==> config.mk <==
export PLATFORM = sky130hd
export DESIGN_NAME = alu6_core
export DESIGN_NICKNAME = d
export VERILOG_FILES = /design/src/rtl/alu6_pkg.sv /design/src/rtl/alu6_addsub.sv /design/src/rtl/alu6_logic.sv /design/src/rtl/alu6_decode.sv /design/src/rtl/alu6_core.sv
export SDC_FILE = /design/constraint.sdc
export NUM_CORES = 1
export LEC_CHECK = 0
export ABC_AREA = 1
export BUFFER_PORTS_ARGS = -buffer_cell sky130_fd_sc_hd__buf_2
export CAP_MARGIN = 20
export CORE_ASPECT_RATIO = 0.75
export CORE_MARGIN = 5
export CORE_UTILIZATION = 60
export DETAILED_ROUTE_END_ITERATION = 6
export PLACE_DENSITY = 0.95
export SETUP_SLACK_MARGIN = 0.5
export SYNTH_ARGS = -nofsm -noshare
export SYNTH_HDL_FRONTEND = slang
export SYNTH_SLANG_ARGS = --single-unit
==> constraint.sdc <==
create_clock -name vclk -period 4.1
set_input_delay 0.41 -clock vclk [all_inputs]
set_output_delay 0.41 -clock vclk [all_outputs]
set_load 0.005 [all_outputs]
==> src/rtl/alu6_pkg.sv <==
package alu6_pkg;

  typedef enum logic [2:0] {
    OP_ADD  = 3'b000,
    OP_SUB  = 3'b001,
    OP_AND  = 3'b010,
    OP_OR   = 3'b011,
    OP_DEC  = 3'b100,
    OP_SLT  = 3'b101,
    OP_RSV6 = 3'b110,
    OP_RSV7 = 3'b111
  } alu_op_e;

  // True when the shared adder must run in subtract mode.
  function automatic logic needs_subtract(input alu_op_e op);
    return (op == OP_SUB) || (op == OP_SLT);
  endfunction

  // True for the two spare selector codes.
  function automatic logic is_spare(input alu_op_e op);
    return (op == OP_RSV6) || (op == OP_RSV7);
  endfunction

endpackage

==> src/rtl/alu6_addsub.sv <==
module alu6_addsub #(
  parameter int WIDTH = 16
) (
  input  logic [WIDTH-1:0] in_a,
  input  logic [WIDTH-1:0] in_b,
  input  logic             sub_mode,
  output logic [WIDTH-1:0] sum,
  output logic             below
);
  localparam int EXTW = WIDTH + 1;

  logic [WIDTH-1:0] b_eff;
  logic [EXTW-1:0]  total;

  function automatic logic [EXTW-1:0] add_ext(input logic [WIDTH-1:0] x,
                                              input logic [WIDTH-1:0] y,
                                              input logic             cin);
    return {1'b0, x} + {1'b0, y} + {{WIDTH{1'b0}}, cin};
  endfunction

  assign b_eff = sub_mode ? ~in_b : in_b;
  assign total = add_ext(in_a, b_eff, sub_mode);
  assign sum   = total[WIDTH-1:0];
  // In subtract mode a missing carry out means a borrow, so in_a < in_b.
  assign below = sub_mode & ~total[EXTW-1];
endmodule

==> src/rtl/alu6_logic.sv <==
module alu6_logic #(
  parameter int WIDTH = 16
) (
  input  logic [WIDTH-1:0] in_a,
  input  logic [WIDTH-1:0] in_b,
  output logic [WIDTH-1:0] and_out,
  output logic [WIDTH-1:0] or_out
);
  for (genvar g = 0; g < WIDTH; g++) begin : g_bit
    assign and_out[g] = in_a[g] & in_b[g];
    assign or_out[g]  = in_a[g] | in_b[g];
  end
endmodule

==> src/rtl/alu6_decode.sv <==
module alu6_decode #(
  parameter int WIDTH = 16,
  parameter int SELW  = $clog2(WIDTH)
) (
  input  logic [SELW-1:0]  idx,
  output logic [WIDTH-1:0] onehot
);
  for (genvar g = 0; g < WIDTH; g++) begin : g_line
    assign onehot[g] = (idx == SELW'(g));
  end
endmodule

==> src/rtl/alu6_core.sv <==
module alu6_core #(
  parameter int WIDTH = 16
) (
  input  logic [2:0]       op_sel,
  input  logic [WIDTH-1:0] opnd_a,
  input  logic [WIDTH-1:0] opnd_b,
  output logic [WIDTH-1:0] result,
  output logic             zero
);
  import alu6_pkg::*;

  localparam int SELW = $clog2(WIDTH);

  alu_op_e          op;
  logic             sub_mode;
  logic [WIDTH-1:0] arith_sum;
  logic             cmp_lt;
  logic [WIDTH-1:0] and_word;
  logic [WIDTH-1:0] or_word;
  logic [WIDTH-1:0] dec_word;
  logic [WIDTH-1:0] slt_word;

  assign op       = alu_op_e'(op_sel);
  assign sub_mode = needs_subtract(op);

  alu6_addsub #(.WIDTH(WIDTH)) u_add (
    .in_a     (opnd_a),
    .in_b     (opnd_b),
    .sub_mode (sub_mode),
    .sum      (arith_sum),
    .below    (cmp_lt)
  );

  alu6_logic #(.WIDTH(WIDTH)) u_logic (
    .in_a    (opnd_a),
    .in_b    (opnd_b),
    .and_out (and_word),
    .or_out  (or_word)
  );

  alu6_decode #(.WIDTH(WIDTH), .SELW(SELW)) u_dec (
    .idx    (opnd_a[SELW-1:0]),
    .onehot (dec_word)
  );

  assign slt_word = {{(WIDTH-1){1'b0}}, cmp_lt};

  always_comb begin
    unique case (op)
      OP_ADD,
      OP_SUB:  result = arith_sum;
      OP_AND:  result = and_word;
      OP_OR:   result = or_word;
      OP_DEC:  result = dec_word;
      OP_SLT:  result = slt_word;
      default: result = '0;
    endcase
  end

  assign zero = ~|result;
endmodule

==> results.json <==
{
  "crit_buf_inv": 3,
  "drive_gt1_frac": 0.1671,
  "drt_wl_total_mm": 6.396,
  "die-area_mm2": 0.004252,
  "worst_pin_slew_ps": 660.1,
  "cp.arrival_ps": 2840,
  "start_util": 0.6211,
  "status": "complete, no violations",
  "dp_slack_ps": 907.9,
  "place.gp.congestion": 1.024,
  "start_kind": "input port",
  "switching_power_mw": 0.2249,
  "drt_iter0_drc": 275,
  "cp_top_family": "simple AND/OR/NAND/NOR gates",
  "setup-tns-final_ps": 0,
  "fin_crit_sh": 0.7927,
  "crit_chain": "buf_2, nand2_4, xor2_1, fa_1, inv_1, nand3_1, nand2_2, nand3_1, nand3_1, nand2_1, a21oi_1, nand3_1, nor2_1, nand3_1, nor2_1, buf_2",
  "nFlopsAndLatches": 0,
  "rsz0062_at_grt": "no",
  "hold_viol": 0,
  "antennaDiodeCount": 0,
  "p_per_area_mw_per_mm2": 167.0,
  "clkPwrFrac": 0,
  "cts_hold_buf": 0,
  "internal-power_mw": 0.1284,
  "pin_count": 52,
  "clock_buffers": 0,
  "first_pass_iters": 7,
  "swShare": 0.6365,
  "postCtsSetupBuffers": 0,
  "synthCells": 364,
  "critPathMostFrequentCell": "nand3_1",
  "vdd_drop_max_mv": 0.1062,
  "synth_cell_types": 28,
  "core_area_mm2": 0.002935,
  "antenna_found_initial": 0,
  "required_ps": 3690,
  "final-setup-viol-count": 0,
  "endpoint_kind": "output pin",
  "ys_seq_area_frac": 0,
  "finalNetCount": 468,
  "finalCriticalPeriod_ps": 3250,
  "slowest_stage": "fa_1",
  "synth_nets": 417,
  "grt_overflow": 0,
  "cp_slowest_stage_delay_ps": 410,
  "min_path_type": "in -> out",
  "leakage_nw": 1.282,
  "die_w_um": 73.65,
  "fin_ws_ps": 849.9,
  "cts_resized": 0,
  "power_frac_comb": 1.000,
  "grt_first_pass_wirelength_mm": 9.915,
  "die_h_um": 57.74,
  "post_drt_wl_per_cell_um": 14.18,
  "syn_to_final_growth_pct": 16.06,
  "slew_viol_final": 0,
  "drv_cap": 0,
  "route.detailed.drc": 0,
  "num_vias": 2574,
  "crit_type": "in -> out",
  "max_slew_margin": 0.5583,
  "yosys_warnings": 0,
  "regArea_um2": 0,
  "syn_area_per_cell_um2": 5.008,
  "p_seq_frac": 0,
  "dp_hpwl_mm": 5.398,
  "fmax_mhz": 307.7,
  "place.port_buffers": 52,
  "rows": 17,
  "first_global_vias": 2151,
  "grt_usage": 0.2879,
  "synth_area_mm2": 0.001823,
  "grt_max_degree": 18,
  "path_max_fanout": 17,
  "ant_nets": 0,
  "via_per_inst": 5.707
}
## cell usage in the layout (no fill, tap or decap), types with 5 or more instances in the layout
| cell | netlist | final |
|---|---|---|
| ha_1 | 17 | 17 |
| a21oi_1 | 22 | 22 |
| buf_2 | 3 | 52 |
| nand3_1 | 33 | 33 |
| inv_2 | 5 | 5 |
| inv_1 | 60 | 60 |
| nand2_2 | 7 | 7 |
| nor3_1 | 6 | 6 |
| o21ai_0 | 16 | 16 |
| xnor2_1 | 11 | 11 |
| nor2_1 | 43 | 43 |
| nand4_1 | 6 | 6 |
| nand2_1 | 108 | 108 |
## area by class of cell
type / count / area, µm²
repair buffers: 52 / 260.3
fillers: 277 / 819.5
multi-input cells: 295 / 1560
well taps: 38 / 47.55
inverters: 66 / 247.7
## worst min-delay path, stage by stage
cell	delay, ps
buf_2	110
a31oi_1	80
nand2_1	80
buf_2	110
## power groups by stage
stage | Sequential [mW] | Clock [mW] | Combinational [mW]
2_1_floorplan | 0 | 0 | 0.237
3_3_place_gp | 0 | 0 | 0.335
3_5_place_dp | 0 | 0 | 0.341
4_1_cts | 0 | 0 | 0.343
5_1_grt | 0 | 0 | 0.393
6_report | 0 | 0 | 0.353
## final timing paths
check                 depth (start not counted)       start    endpoint  slack, ps
worst max-delay path                         16   op_sel[0]        zero        850
worst min-delay path                          4  opnd_b[12]  result[12]       1200
## synth_stat cells
library cell,instances,share of area
a21o_1,1,0.0041
a21oi_1,22,0.060
a31oi_1,4,0.014
a32oi_1,2,0.0096
buf_2,3,0.0082
clkinv_1,1,0.0021
fa_1,1,0.011
ha_1,17,0.12
inv_1,60,0.12
inv_2,5,0.010
maj3_1,1,0.0055
maj3_2,1,0.0062
nand2_1,108,0.22
nand2_2,7,0.024
nand2_4,1,0.0062
nand3_1,33,0.091
nand3_2,2,0.011
nand3b_1,4,0.016
nand4_1,6,0.021
nor2_1,43,0.089
nor3_1,6,0.016
o21ai_0,16,0.044
o21ai_1,1,0.0027
o22ai_1,2,0.0069
or2_1,1,0.0034
or2_2,1,0.0034
xnor2_1,11,0.053
xor2_1,4,0.019
## kinds of logic after synthesis
logic type,count (synthesis),share of synthesized area
simple gates,212,0.5031
fa+ha+maj,20,0.1393
xor+xnor,15,0.07206
compound gates,48,0.1414
buf+inv,69,0.1441
## routing by layer
metal  GRT usage  wire length [µm]
met2      0.4015              2515
met3     0.04853               945
met5           0                 0
met4     0.04910                87
met1      0.4551              2848
## per-stage QoR
step	instances	util	hold WS (ps)	total power, mW	area, µm²
floorplan	364	-	949.7	0.2369	1823
detailed placement	451	0.7208	1195	0.3412	2116
global placement	451	0.7208	1193	0.3347	2116
global route	451	0.7208	1234	0.3932	2116
finish	451	0.7208	1201	0.3533	2116
CTS	451	0.7208	1196	0.3432	2116
(Power assumes the default switching activity.)
